### src/rtl/fsp_pkg.sv
// Shared types for the flash status poller.
// Assumes a byte-wide device: status flags sit at bits 7, 6 and 5.
package fsp_pkg;
    typedef enum logic [2:0] {
        ST_IDLE,
        ST_POLL,
        ST_TG_A,
        ST_TG_B,
        ST_DP_RE,
        ST_VERIFY,
        ST_DONE
    } fsp_state_e;

    typedef enum logic [1:0] {
        DEC_CONT,
        DEC_VERIFY,
        DEC_RECHECK
    } fsp_dec_e;

    localparam int BIT_POLL = 7;
    localparam int BIT_TOG  = 6;
    localparam int BIT_ERR  = 5;
endpackage

### src/rtl/fsp_read_port.sv
// Single-outstanding read issuer.
// Raises rd_req when the controller wants a read and none is open.
// Drops rd_req on the edge where rd_valid is seen.
// Assumes rd_valid arrives only while rd_req is high.
module fsp_read_port (
    input  logic clk,
    input  logic rst_n,
    input  logic want,
    input  logic rd_valid,
    output logic rd_req,
    output logic got
);
    logic req_q;

    // Open a request when one is wanted; close it when the answer arrives.
    always_ff @(posedge clk) begin
        if (!rst_n)
            req_q <= 1'b0;
        else if (req_q && rd_valid)
            req_q <= 1'b0;
        else if (!req_q && want)
            req_q <= 1'b1;
    end

    // Expose the request and flag the cycle in which it completes.
    always_comb begin
        rd_req = req_q;
        got    = req_q && rd_valid;
    end
endmodule

### src/rtl/fsp_poll_counter.sv
// Counts status reads in the polling phase.
// Flags the read that would use up the limit.
// Assumes MAX_POLLS >= 1.
module fsp_poll_counter #(
    parameter int MAX_POLLS = 1024
) (
    input  logic clk,
    input  logic rst_n,
    input  logic clr,
    input  logic inc,
    output logic last
);
    localparam int CW = $clog2(MAX_POLLS + 1);
    localparam logic [CW-1:0] LAST_VAL = CW'(MAX_POLLS - 1);

    logic [CW-1:0] cnt;

    // Clear on a new operation; advance once per polling read.
    always_ff @(posedge clk) begin
        if (!rst_n || clr)
            cnt <= '0;
        else if (inc)
            cnt <= cnt + 1'b1;
    end

    // True while the next polling read is the last one allowed.
    always_comb last = (cnt == LAST_VAL);
endmodule

### src/rtl/fsp_status_eval.sv
// Decides what one polling-phase status byte means for the chosen method.
// Purely combinational.
// Assumes DATA_W >= 8.
module fsp_status_eval
    import fsp_pkg::*;
#(
    parameter int DATA_W = 8
) (
    input  logic              mode,
    input  logic              have_prev,
    input  logic              prev_tog,
    input  logic [DATA_W-1:0] data,
    input  logic [DATA_W-1:0] expect_q,
    output fsp_dec_e          dec
);
    // Toggle: compare bit 6 with the last read. Poll: compare bit 7 with the target.
    always_comb begin
        dec = DEC_CONT;
        if (!mode) begin
            if (have_prev) begin
                if (data[BIT_TOG] == prev_tog)
                    dec = DEC_VERIFY;
                else if (data[BIT_ERR])
                    dec = DEC_RECHECK;
            end
        end else begin
            if (data[BIT_POLL] == expect_q[BIT_POLL])
                dec = DEC_VERIFY;
            else if (data[BIT_ERR])
                dec = DEC_RECHECK;
        end
    end
endmodule

### src/rtl/flash_status_poller.sv
// Flash program/erase status poller.
// Polls one address by the toggle or data-polling method.
// Confirms on an error flag, then verifies the full byte.
// Assumes a single-outstanding read port and a single-cycle start.
module flash_status_poller
    import fsp_pkg::*;
#(
    parameter int ADDR_W    = 16,
    parameter int DATA_W    = 8,
    parameter int MAX_POLLS = 1024
) (
    input  logic              clk,
    input  logic              rst_n,
    input  logic              start,
    input  logic              mode,
    input  logic              erase,
    input  logic [ADDR_W-1:0] addr,
    input  logic [DATA_W-1:0] exp_data,
    output logic              rd_req,
    output logic [ADDR_W-1:0] rd_addr,
    input  logic              rd_valid,
    input  logic [DATA_W-1:0] rd_data,
    output logic              busy,
    output logic              pass,
    output logic              fail,
    output logic              timeout
);
    localparam logic [DATA_W-1:0] ERASED = {DATA_W{1'b1}};

    fsp_state_e        state;
    fsp_dec_e          dec;
    logic [ADDR_W-1:0] addr_q;
    logic [DATA_W-1:0] exp_q;
    logic              mode_q, have_prev, prev_tog;
    logic              want, got, last, accept;

    // Controller wants a read in every reading state; a start is taken when not busy.
    always_comb begin
        want   = (state == ST_POLL) || (state == ST_TG_A) || (state == ST_TG_B) ||
                 (state == ST_DP_RE) || (state == ST_VERIFY);
        busy   = (state != ST_IDLE) && (state != ST_DONE);
        accept = start && !busy;
    end

    fsp_read_port u_port (
        .clk      (clk),
        .rst_n    (rst_n),
        .want     (want),
        .rd_valid (rd_valid),
        .rd_req   (rd_req),
        .got      (got)
    );

    fsp_poll_counter #(.MAX_POLLS(MAX_POLLS)) u_cnt (
        .clk   (clk),
        .rst_n (rst_n),
        .clr   (accept),
        .inc   (got && (state == ST_POLL)),
        .last  (last)
    );

    fsp_status_eval #(.DATA_W(DATA_W)) u_eval (
        .mode      (mode_q),
        .have_prev (have_prev),
        .prev_tog  (prev_tog),
        .data      (rd_data),
        .expect_q  (exp_q),
        .dec       (dec)
    );

    // Sequence the polling, recheck and verify phases, and register the verdict.
    always_ff @(posedge clk) begin
        if (!rst_n) begin
            state     <= ST_IDLE;
            addr_q    <= '0;
            exp_q     <= '0;
            mode_q    <= 1'b0;
            have_prev <= 1'b0;
            prev_tog  <= 1'b0;
            pass      <= 1'b0;
            fail      <= 1'b0;
            timeout   <= 1'b0;
        end else begin
            case (state)
                ST_IDLE, ST_DONE: begin
                    if (start) begin
                        addr_q    <= addr;
                        exp_q     <= erase ? ERASED : exp_data;
                        mode_q    <= mode;
                        have_prev <= 1'b0;
                        pass      <= 1'b0;
                        fail      <= 1'b0;
                        timeout   <= 1'b0;
                        state     <= ST_POLL;
                    end
                end
                ST_POLL: begin
                    if (got) begin
                        case (dec)
                            DEC_VERIFY:  state <= ST_VERIFY;
                            DEC_RECHECK: state <= mode_q ? ST_DP_RE : ST_TG_A;
                            default: begin
                                prev_tog  <= rd_data[BIT_TOG];
                                have_prev <= 1'b1;
                                if (last) begin
                                    fail    <= 1'b1;
                                    timeout <= 1'b1;
                                    state   <= ST_DONE;
                                end
                            end
                        endcase
                    end
                end
                ST_TG_A: begin
                    if (got) begin
                        prev_tog <= rd_data[BIT_TOG];
                        state    <= ST_TG_B;
                    end
                end
                ST_TG_B: begin
                    if (got) begin
                        if (rd_data[BIT_TOG] == prev_tog) begin
                            state <= ST_VERIFY;
                        end else begin
                            fail  <= 1'b1;
                            state <= ST_DONE;
                        end
                    end
                end
                ST_DP_RE: begin
                    if (got) begin
                        if (rd_data[BIT_POLL] == exp_q[BIT_POLL]) begin
                            state <= ST_VERIFY;
                        end else begin
                            fail  <= 1'b1;
                            state <= ST_DONE;
                        end
                    end
                end
                ST_VERIFY: begin
                    if (got) begin
                        pass  <= (rd_data == exp_q);
                        fail  <= (rd_data != exp_q);
                        state <= ST_DONE;
                    end
                end
                default: state <= ST_IDLE;
            endcase
        end
    end

    // Every read targets the latched location.
    always_comb rd_addr = addr_q;
endmodule

### config.mk
export PLATFORM = sky130hd
export DESIGN_NAME = flash_status_poller
export DESIGN_NICKNAME = d
export VERILOG_FILES = /design/src/rtl/fsp_pkg.sv /design/src/rtl/fsp_read_port.sv /design/src/rtl/fsp_poll_counter.sv /design/src/rtl/fsp_status_eval.sv /design/src/rtl/flash_status_poller.sv
export SDC_FILE = /design/constraint.sdc
export NUM_CORES = 1
export LEC_CHECK = 0
export ABC_AREA = 1
export CORE_UTILIZATION = 35
export CTS_BUF_LIST = sky130_fd_sc_hd__clkbuf_16
export DETAILED_ROUTE_END_ITERATION = 8
export GPL_TIMING_DRIVEN = 0
export PLACE_DENSITY = 0.68
export SETUP_SLACK_MARGIN = 0.1
export SKIP_CTS_REPAIR_TIMING = 1
export SYNTH_ARGS = -nofsm -noshare
export SYNTH_HDL_FRONTEND = slang
export SYNTH_SLANG_ARGS = --single-unit
### constraint.sdc
create_clock -name clk -period 2 [get_ports clk]
set_input_delay 0.4 -clock clk [delete_from_list [all_inputs] [get_ports clk]]
set_output_delay 0.4 -clock clk [all_outputs]
set_load 0.005 [all_outputs]
==> summary.md <==
| Metric | Value |
|---|---|
| Outcome | finished clean |
| Die area | 6807 um^2 |
| Worst Setup End Kind | register |
| Hold Startpoint | prev_tog |
| Placed Instances | 462 |
| Net Count, Synth | around 370 |
| RSZ-0062 raised after global routing | yes |
| Unique masters post-synth | 29 |
| First-pass GRT wire length | 9.094 mm |
| R2R depth | 16 |
| Root buffer cell | clkbuf_16 |
| Sequential area share after synthesis | around two fifths |
| Tcrit/Tclk final | 88.91% |
| DR vias | approximately 2300 |
| Routed length on met1 | approximately 2.5 mm |
| Commonest non-fill, non-tap cell in the layout | nand2_1 |
| Hold Path Class | register to register |
| CP required | 2.23 ns |
| Crit Path Class | register to register |
| DR iter-0 viols | about 160 |
| Die height | between 80 and 90 um |
| Site row count | 28 |
| ANT cells | 0 |
| Total gr overflow | 0 |
| Met3 routed WL | ~560 um |
| Residual DRC | 0 |
| Port bufs | between 50 and 60 |
| Hold Path End | prev_tog |
| Nets | 440 |
| # H-tree levels | 2 |
| Detailed Place HPWL | 4.080 mm |
| Clock transition at path regs | 0.07 ns |
| Layout filler cell count | ~630 |
| Worst skew pair latency | ~0.29 ns |
| Met2 WL | ~2.4 mm |
| Cts bufs inserted | 5 |
| Hold Fails Final Rpt | 0 |
| Power Dens Cells | around 1200 nW/um^2 |
| Final Skew | 0.004001 ns |
| Max_slew headroom | roughly 73% |
| Finished Core Util | between 50% and 60% |
| Final WL | between 5 and 6 mm |
| Vias in the first global route | between 2000 and 2500 |
| Max VDD drop | about 0.53 mV |
| Finished Layout Cells | 474 |
| CORE AREA | ~6100 um^2 |
| Highest routed layer | met4 |
| Routability Congestion | approximately 0.92 |
| Initial antenna violation count | 0 |
| CTS tree | done |
| Syn Inst Count | between 300 and 400 |
| R2r setup slk | 0.22 ns |
| Critical path startpoint category | register |
| Die width | just over 80 um |
| Tightest Pin Transition | about 0.4 ns |
| Vias per inst | roughly 4.8 |
| Worst-path fanout max | 4 |
| # IOs | 59 |
| Ys Warns | 0 |
| Initial core utilization | 37.21% |
| Arrival @ worst endpoint | between 2 and 2.5 ns |
| Maximum buffer depth of the clock tree | 2 |
| Area Overhead vs Synth | 39.60% |
| Tmin final | 1.778 ns |
| Most frequent cells in the layout | 67 x nand2_1, 59 x nor2_1, 54 x clkdlybuf4s50_1 |
| R2r endpoint | fail |
| DRT antenna net count | 0 |
| Avg Cell Area, Syn | 6.874 um^2 |
| Layout cells sized above 1 | between 10% and 20% |
| FF-to-FF Start | prev_tog |
| Pre-Repair DR Iteration Count | 5 |
| Worst hold path cell count | 2 |
| Pin count of the biggest net entering global routing | 16 |
| Post-DR wirelength/cell | about 12 um |
| Max cap viols | 0 |
| Mapped Area | about 2300 um^2 |
| #FFs+latches synth | 45 |
| # setup viols final | 0 |
| Fin. max-slew vios | 0 |
| GRT Util Overall | 17.55% |
| Achievable frequency | approximately 0.56 GHz |
| Worst hold slack | approximately 0.47 ns |
| Leakage power figure | about 1.3 nW |
| Clock net sink count | 45 |
| PnR Total Power | ~3.9 mW |
==> worst max-delay path, cell delays in order (launching register included) <==
cell	delay, ns
dfxtp_1	0.33
inv_1	0.05
nand2_1	0.05
nand2_1	0.10
inv_1	0.07
nand3_1	0.08
o21ai_2	0.08
nand2_2	0.10
ha_4	0.29
nand2_1	0.06
nand2_2	0.09
nand2_1	0.06
nor2_1	0.08
nand2_1	0.08
nand2_1	0.07
nand2_1	0.04
nor2_1	0.10
==> metal layers <==
layer  vias to the layer above  track usage, %
li1                       1193               -
met1                       977           21.32
met2                        77           28.35
met3                         7           7.473
met4                         0           4.828
met5                         -               0
==> synthesized netlist by cell type <==
cell      number  area, um^2
nand3_1       16       80.08
nand2_2        4       25.02
buf_4          1       7.510
buf_2          5       25.02
nand2_4        2       22.52
a211oi_1       4       30.03
o21ai_0       28       140.1
nand4_4        1       21.27
nor3_1        12       60.06
o211ai_1       1       7.510
nor2_1        59       221.5
a31oi_1        2       12.51
clkbuf_1       4       15.01
nor3b_2        1       12.51
xnor2_1        6       52.55
nor2_4         2       22.52
ha_1           4       50.05
or2_0          1       6.260
nand2_1       71       266.5
dfxtp_1       45       900.9
xor2_1         2       17.52
inv_1         31       116.4
nand4_1        4       25.02
a21oi_1       15       75.07
nand3b_1       1       7.510
o21a_1         1       7.510
inv_2          3       11.26
nor2_2         3       18.77
nand3_2        1       10.01
==> worst max-delay path by stage <==
stage | startpoint | end | slack, ns | cells past startpoint
6_report | prev_tog | fail | 0.22 | 16
3_3_place_gp | rd_data[6] | fail | -0.46 | 16
5_1_grt | prev_tog | fail | -0.006 | 16
2_1_floorplan | rd_data[7] | fail | 0.28 | 14
4_1_cts | rd_data[6] | fail | -0.19 | 16
3_5_place_dp | rd_data[6] | fail | -0.49 | 16
==> sequential cells by signal (all words and copies together), names as in the netlist <==
| name | count |
|---|---|
| state | 3 |
| mode_q | 1 |
| u_cnt.cnt | 11 |
| u_port.rd_req | 1 |
| rd_addr | 16 |
| fail | 1 |
| exp_q | 8 |
| timeout | 1 |
| prev_tog | 1 |
| have_prev | 1 |
| pass | 1 |
==> layout make-up <==
class | count | area [um^2] | share of cell area, %
well taps | 75 | 93.84 | 2.963
plain buffers | 10 | 51.30 | 1.620
multi-input cells | 241 | 1230 | 38.84
flip-flops and latches | 45 | 905.9 | 28.61
clock inverters | 3 | 21.27 | 0.6717
repair buffers | 61 | 608.1 | 19.20
inverters | 34 | 131.4 | 4.149
clock buffers | 5 | 125.1 | 3.951
==> stage by stage <==
| step | cell area (um^2) | setup TNS, ns | worst slack (ns) |
|---|---|---|---|
| finish | 3167 | 0 | 0.2217 |
| global route | 3167 | -0.006262 | -0.006262 |
| CTS | 3079 | -0.7162 | -0.1873 |
| detailed placement | 2933 | -2.694 | -0.4858 |
| global placement | 2933 | -2.586 | -0.4588 |
| floorplan | 2268 | 0 | 0.2815 |
==> power by group <==
group	internal, mW	switching, mW	total [mW]
logic	0.788	0.964	1.75
clock network	0.466	0.371	0.837
registers	1.13	0.138	1.27
total	2.38	1.47	3.85
==> cell families (layout without fill, tap and decap cells) <==
group / Yosys count / in the layout / share of synthesized area (%)
XOR/XNOR: 8 / 8 / 3.089
AO/OA/AOI/OAI: 51 / 51 / 12.02
flip-flops: 45 / 45 / 39.71
buffers and inverters: 44 / 113 / 7.722
adder cells (fa/ha/maj): 4 / 4 / 2.206
AND/OR/NAND/NOR: 178 / 178 / 35.25
(Power assumes the default switching activity.)
